## src/rtl/ilvd_pkg.sv

```systemverilog
package ilvd_pkg;
    localparam int N_HALF      = 2;
    localparam int N_PAR       = 2;
    localparam int N_ADC       = N_HALF * N_PAR;
    localparam int MUX_PER_ADC = 2;
    localparam int ADDR_W      = 2;
    localparam int WORDS       = 16;
    localparam int WIDX_W      = $clog2(WORDS);
    localparam int LOC_W       = $clog2(MUX_PER_ADC) + ADDR_W;

    typedef logic [WIDX_W-1:0] widx_t;
endpackage

```

## src/rtl/ilvd_seq_ctrl.sv

```systemverilog
module ilvd_seq_ctrl
    import ilvd_pkg::*;
#(
    parameter int LEAD = 6
) (
    input  logic  clk,
    input  logic  hold,
    output widx_t word_idx,
    output widx_t lead_idx,
    output logic  fill_done,
    output logic  running
);
    localparam int FILL_W = $clog2(LEAD + 1);

    typedef struct packed {
        widx_t             word;
        logic [FILL_W-1:0] fill;
        logic              run;
    } seq_t;

    seq_t s_d, s_q;

    always_comb begin
        s_d = s_q;
        if (hold) begin
            s_d.word = '0;
            s_d.fill = '0;
            s_d.run  = 1'b0;
        end else begin
            s_d.word = s_q.word + 1'b1;
            s_d.run  = 1'b1;
            if (s_q.fill != FILL_W'(LEAD))
                s_d.fill = s_q.fill + 1'b1;
        end
    end

    always_ff @(posedge clk) begin
        s_q <= s_d;
    end

    assign word_idx  = s_q.word;
    assign lead_idx  = s_q.word + WIDX_W'(LEAD);
    assign fill_done = (s_q.fill == FILL_W'(LEAD));
    assign running   = s_q.run;

    // the word index advances by one, modulo the frame length, on every running clock
    a_r3_word_step: assert property (@(posedge clk) disable iff (hold)
        s_q.run |=> s_q.word == WIDX_W'($past(s_q.word) + 1'b1));

    // hold restarts the frame at word 0
    a_r9_hold_restart: assert property (@(posedge clk)
        hold |=> (s_q.word == '0 && !s_q.run));

    // the fill count never passes the lead
    a_r8_fill_cap: assert property (@(posedge clk) disable iff (hold)
        s_q.run |-> s_q.fill <= FILL_W'(LEAD));
endmodule

```

## src/rtl/ilvd_amux_drv.sv

```systemverilog
module ilvd_amux_drv
    import ilvd_pkg::*;
#(
    parameter int PARITY = 0
) (
    input  logic                   clk,
    input  logic                   hold,
    input  widx_t                  lead_idx,
    output logic [MUX_PER_ADC-1:0] mux_en,
    output logic [ADDR_W-1:0]      addr
);
    logic [LOC_W-1:0] loc;
    widx_t            adj;

    always_comb begin
        // Target the next word of this block's parity at or after the lead point.
        adj    = widx_t'(lead_idx[0] != 1'(PARITY));
        loc    = LOC_W'((lead_idx + adj) >> 1);
        mux_en = '0;
        if (!hold)
            mux_en[loc[LOC_W-1:ADDR_W]] = 1'b1;
        addr   = loc[ADDR_W-1:0];
    end

    // the tied multiplexer outputs never see two drivers, and never none while running
    a_r6_one_mux: assert property (@(posedge clk) disable iff (hold)
        $countones(mux_en) == 1);

    // the select holds for a full conversion (two clocks)
    a_r6_sel_hold2: assert property (@(posedge clk) disable iff (hold)
        ($past(!hold) && lead_idx[0] == 1'(PARITY)) |-> $stable({mux_en, addr}));
endmodule

```

## src/rtl/ilvd_framer.sv

```systemverilog
module ilvd_framer
    import ilvd_pkg::*;
#(
    parameter int SAMPLE_W = 10
) (
    input  logic                      clk,
    input  logic                      hold,
    input  widx_t                     word_idx,
    input  logic                      fill_done,
    input  logic [N_ADC*SAMPLE_W-1:0] adc_in,
    output logic [2*SAMPLE_W:0]       word,
    output logic                      valid,
    output logic                      dsel_odd
);
    localparam int WORD_W = 2 * SAMPLE_W + 1;

    typedef struct packed {
        logic [WORD_W-1:0] word;
        logic              valid;
    } frm_t;

    frm_t f_d, f_q;
    logic              par;
    logic [SAMPLE_W-1:0] s_lo_half, s_hi_half;

    always_comb begin
        par       = word_idx[0];
        s_lo_half = adc_in[(0 * N_PAR + int'(par)) * SAMPLE_W +: SAMPLE_W];
        s_hi_half = adc_in[(1 * N_PAR + int'(par)) * SAMPLE_W +: SAMPLE_W];
        f_d = f_q;
        if (hold) begin
            f_d.word  = '0;
            f_d.valid = 1'b0;
        end else begin
            f_d.word  = {word_idx == widx_t'(WORDS - 1), s_lo_half, s_hi_half};
            f_d.valid = fill_done;
        end
    end

    always_ff @(posedge clk) begin
        f_q <= f_d;
    end

    assign word     = f_q.word;
    assign valid    = f_q.valid;
    assign dsel_odd = par;

    // SYNC only on the last pair of the frame
    a_r4_sync_last: assert property (@(posedge clk) disable iff (hold)
        f_q.word[WORD_W-1] |-> $past(word_idx) == widx_t'(WORDS - 1));

    // hold clears the output word and its strobe
    a_r1_hold_quiet: assert property (@(posedge clk)
        hold |=> (f_q.word == '0 && !f_q.valid));

    // once valid, words stay valid until the next hold
    a_r8_valid_sticky: assert property (@(posedge clk) disable iff (hold)
        f_q.valid |=> f_q.valid);
endmodule

```

## src/rtl/ilvd_seq_framer.sv

```systemverilog
module ilvd_seq_framer
    import ilvd_pkg::*;
#(
    parameter int SAMPLE_W = 10,
    parameter int ADC_LAT  = 3
) (
    input  logic                          clk,
    input  logic                          hold,
    input  logic [N_ADC*SAMPLE_W-1:0]     adc_in,
    output logic [N_ADC*MUX_PER_ADC-1:0]  amux_en,
    output logic [N_ADC*ADDR_W-1:0]       amux_addr,
    output logic                          dsel_odd,
    output logic [2*SAMPLE_W:0]           link_word,
    output logic                          link_valid,
    output logic                          acq_active
);
    localparam int LEAD = 2 * ADC_LAT;

    widx_t word_idx, lead_idx;
    logic  fill_done;

    ilvd_seq_ctrl #(.LEAD(LEAD)) u_seq (
        .clk       (clk),
        .hold      (hold),
        .word_idx  (word_idx),
        .lead_idx  (lead_idx),
        .fill_done (fill_done),
        .running   (acq_active)
    );

    for (genvar b = 0; b < N_ADC; b++) begin : g_blk
        ilvd_amux_drv #(.PARITY(b % N_PAR)) u_drv (
            .clk      (clk),
            .hold     (hold),
            .lead_idx (lead_idx),
            .mux_en   (amux_en[b*MUX_PER_ADC +: MUX_PER_ADC]),
            .addr     (amux_addr[b*ADDR_W +: ADDR_W])
        );
    end

    ilvd_framer #(.SAMPLE_W(SAMPLE_W)) u_frm (
        .clk       (clk),
        .hold      (hold),
        .word_idx  (word_idx),
        .fill_done (fill_done),
        .adc_in    (adc_in),
        .word      (link_word),
        .valid     (link_valid),
        .dsel_odd  (dsel_odd)
    );

    // acquisition indicator follows release of hold
    a_r2_active_on_release: assert property (@(posedge clk)
        !hold |=> acq_active);
endmodule

```

## config.mk

```make
export PLATFORM = sky130hd
export DESIGN_NAME = ilvd_seq_framer
export DESIGN_NICKNAME = d
export VERILOG_FILES = /design/src/rtl/ilvd_pkg.sv /design/src/rtl/ilvd_seq_ctrl.sv /design/src/rtl/ilvd_amux_drv.sv /design/src/rtl/ilvd_framer.sv /design/src/rtl/ilvd_seq_framer.sv
export SDC_FILE = /design/constraint.sdc
export NUM_CORES = 1
export LEC_CHECK = 0
export BUFFER_PORTS_ARGS = -buffer_cell sky130_fd_sc_hd__buf_2
export CAP_MARGIN = 20
export CORE_MARGIN = 5
export CORE_UTILIZATION = 45
export DETAILED_ROUTE_END_ITERATION = 7
export PLACE_DENSITY = 0.84
export SLEW_MARGIN = 20
export SYNTH_ARGS = -nofsm -noshare
export SYNTH_HDL_FRONTEND = slang
export SYNTH_SLANG_ARGS = --single-unit
```

## constraint.sdc

```tcl
create_clock -name clk -period 2.25 [get_ports clk]
set_input_delay 0.225 -clock clk [delete_from_list [all_inputs] [get_ports clk]]
set_output_delay 0.225 -clock clk [all_outputs]
set_load 0.02 [all_outputs]
```

==> flow_summary_export.csv <==
group,metric,value,unit
worst_hold_path,min_path_type,"in2reg",
worst_setup_path,critical_path.cell_chain,"inv_1 -> ha_1 -> xnor2_1 -> mux2i_1 -> buf_2",
routing,first_pass_iters,4,
global_route,grt.total_usage,13.3,%
sta,tns,0,ns
placement,gp_congestion,0.670,
worst_setup_path,reg2reg_to,"u_frm.word[8]",
power_and_ir_drop,power_leakage,0.910,nW
layout,layout_commonest_cell,"buf_2",
clock_network,htree_levels,2,
layout,drive_above_1_share,45.8,%
layout,area_growth,30.9,%
worst_setup_path,cpPeakStageDelay,0.37,ns
die,rows,19,
worst_setup_path,crit_path_top_delay_cell,"dfxtp_1",
routing,vias_per_cell,4.65,
clock_network,cts_tree,"built",
worst_setup_path,endpoint,"amux_en[0]",
run,cap_violations,0,
clock_network,cts_hold_buf,0,
synth,synth_warnings,0,
routing,drc,0,
sta,max_freq,519,MHz
synth,syn_avg_cell_area,10.3,um^2
sta,min_period,1.93,ns
clock_network,cts.sinks,30,
sta,slew_headroom,61.5,%
clock_network,path_clk_slew,0.10,ns
global_route,antenna_found_initial,0,
clock_network,cts_made_buffers,5,
worst_setup_path,r2r_cells,3,
worst_setup_path,crit_fanout,5,
power_and_ir_drop,power_density,733,nW/um^2
placement,placed_area,1620,um^2
placement,hpwl,2.24,mm
layout,final_cell_mix,"buf_2, dfxtp_1, nor2_1",
global_route,grt_first_pass_wirelength,4.34,mm
routing,antenna_left,0,
outcome,status,"completed",
worst_setup_path,timing.rr.start,"u_seq.word_idx[0]",
synth,syn-num-nets,174,
die,core_area,2760,um^2
worst_setup_path,startpoint_type,"register",
layout,postLayoutCellArea,1680,um^2
clock_network,cts-root-buf,"clkbuf_4",
synth,ys_seq_elements,30,
die,pin_count,82,
power_and_ir_drop,vdd_drop_max,0.592,mV
worst_setup_path,required,2.03,ns
sta,worstMarginPinSlew,0.578,ns
worst_setup_path,reg2reg_slack,1.06,ns
layout,layout.nets,249,
routing,routed_wl,2.79,mm
worst_setup_path,crit_start,"u_seq.word_idx[1]",
placement,io_buffers,81,
sta,rsz0062_at_grt,"no",
die,initial_utilization,46.6,%
routing,drtIter0Drc,11,
die,die_x,63.5,um
synth,synth-seq-area-share,46.7,%
global_route,grt_start_max_net_pins,35,
sta,skew,0.0125,ns
sta,setup_viol,0,
global_route,grt_pass1_vias,1085,
synth,yosysUniqueCellTypes,22,
worst_setup_path,path_class,"reg2out",
routing,wl_per_cell,12.0,um
die,die_h,63.5,um
clock_network,post_cts_resized,0,
layout,fillers,258,
clock_network,clk_latency,0.32,ns
worst_setup_path,end_kind,"output port",
sta,hold_viol,0,
layout,diodes,0,
synth,syn_inst,125,
sta,finalCritPeriodShare,85.7,%
routing,vias,1078,
die,die-area,4030,um^2
global_route,overflow,0,
synth,synthesis.area,1290,um^2
clock_network,postCtsSetupBuffers,0,
clock_network,cts.path.max_buffers,2,
worst_setup_path,critPathArrivalTime,1.70,ns
sta,maxSlewViolCount,0,
[per-stage QoR]
step / total power, mW / setup WS (ns) / hold slack, ns / utilization [%] / std cells
global route: 1.30 / 0.155 / 0.124 / 61.1 / 232
finish: 1.23 / 0.321 / 0.130 / 61.1 / 232
global placement: 0.911 / 0.724 / 0.457 / 58.8 / 224
floorplan: 0.839 / 0.334 / 0.369 / - / 125
detailed placement: 0.920 / 0.643 / 0.463 / 58.8 / 224
CTS: 1.25 / 0.284 / 0.122 / 61.1 / 232
[area by class of cell]
type	instances	area, um^2	share of cell area (%)
Clock inverter	2	12.5	0.743
Timing Repair Buffer	83	420	25.0
Multi-Input combinational cell	75	542	32.2
Tap cell	31	38.8	2.30
Inverter	5	18.8	1.11
Clock buffer	6	51.3	3.05
Sequential cell	30	601	35.7
[registers in the layout (all words and copies together) (netlist names)]
name and flops:
u_seq.word_idx 4, u_frm.word 21, u_frm.valid 1, u_seq.running 1
u_seq.s_q 3
[worst min-delay path by stage]
| stage | startpoint | slack [ns] | cells after the start | to |
|---|---|---|---|---|
| after floorplan | adc_in[20] | 0.37 | 2 | u_frm.word[0] |
| after global placement | adc_in[26] | 0.46 | 3 | u_frm.word[6] |
| after detailed placement | adc_in[26] | 0.46 | 3 | u_frm.word[6] |
| after CTS | adc_in[26] | 0.12 | 3 | u_frm.word[6] |
| after global routing | adc_in[23] | 0.12 | 3 | u_frm.word[3] |
| final | adc_in[7] | 0.13 | 3 | u_frm.word[17] |
[cells by family after synthesis]
logic type / synth area share (%)
AOI/OAI and AO/OA: 3.31
xor gates and xnor gates: 2.72
muxes: 17.1
and+or+nand+nor: 12.2
adders and majority gates: 6.81
DFF: 46.7
buffers and inverters: 11.2
[synth_stat cells]
master    instances  share of area, %
and3b_1           2               1.4
nand3_1           1              0.39
a21o_1            2               1.2
a21bo_2           1              0.78
a211oi_1          1              0.58
a21oi_1           2              0.78
buf_8             1               1.2
buf_4             8               4.7
mux2i_1          22                17
buf_6             1              0.88
nor2_1           27               7.9
inv_1             5               1.5
buf_2             3               1.2
nand3b_1          2               1.2
nor3_1            2              0.78
dfxtp_1          30                47
clkbuf_1          1              0.29
xor2_1            1              0.68
ha_1              7               6.8
buf_12            1               1.6
nand2_1           2              0.58
xnor2_1           3               2.0
[layer usage]
| layer | GRT usage, % | vias up | part of all wire (%) |
|---|---|---|---|
| met2 | 24.2 | 48 | 51 |
| met4 | 4.68 | 0 | 1.1 |
| met1 | 13.1 | 477 | 36 |
| met3 | 6.04 | 5 | 11 |
| met5 | 0 | - | 0 |
| li1 | - | 548 | - |
[where the power goes]
part | total (mW) | switching [mW] | internal [mW]
sequential | 0.583 | 0.0161 | 0.567
clock | 0.332 | 0.182 | 0.150
combinational | 0.319 | 0.192 | 0.127
[worst max-delay path: cells and delay by family, from the launching register on]
kind,cells,cell delay (ns)
buffers and inverters,2,0.29
multiplexers,1,0.24
flip-flops,1,0.37
XOR/XNOR,1,0.24
adder cells (fa/ha/maj),1,0.25
(Power assumes the default switching activity.)
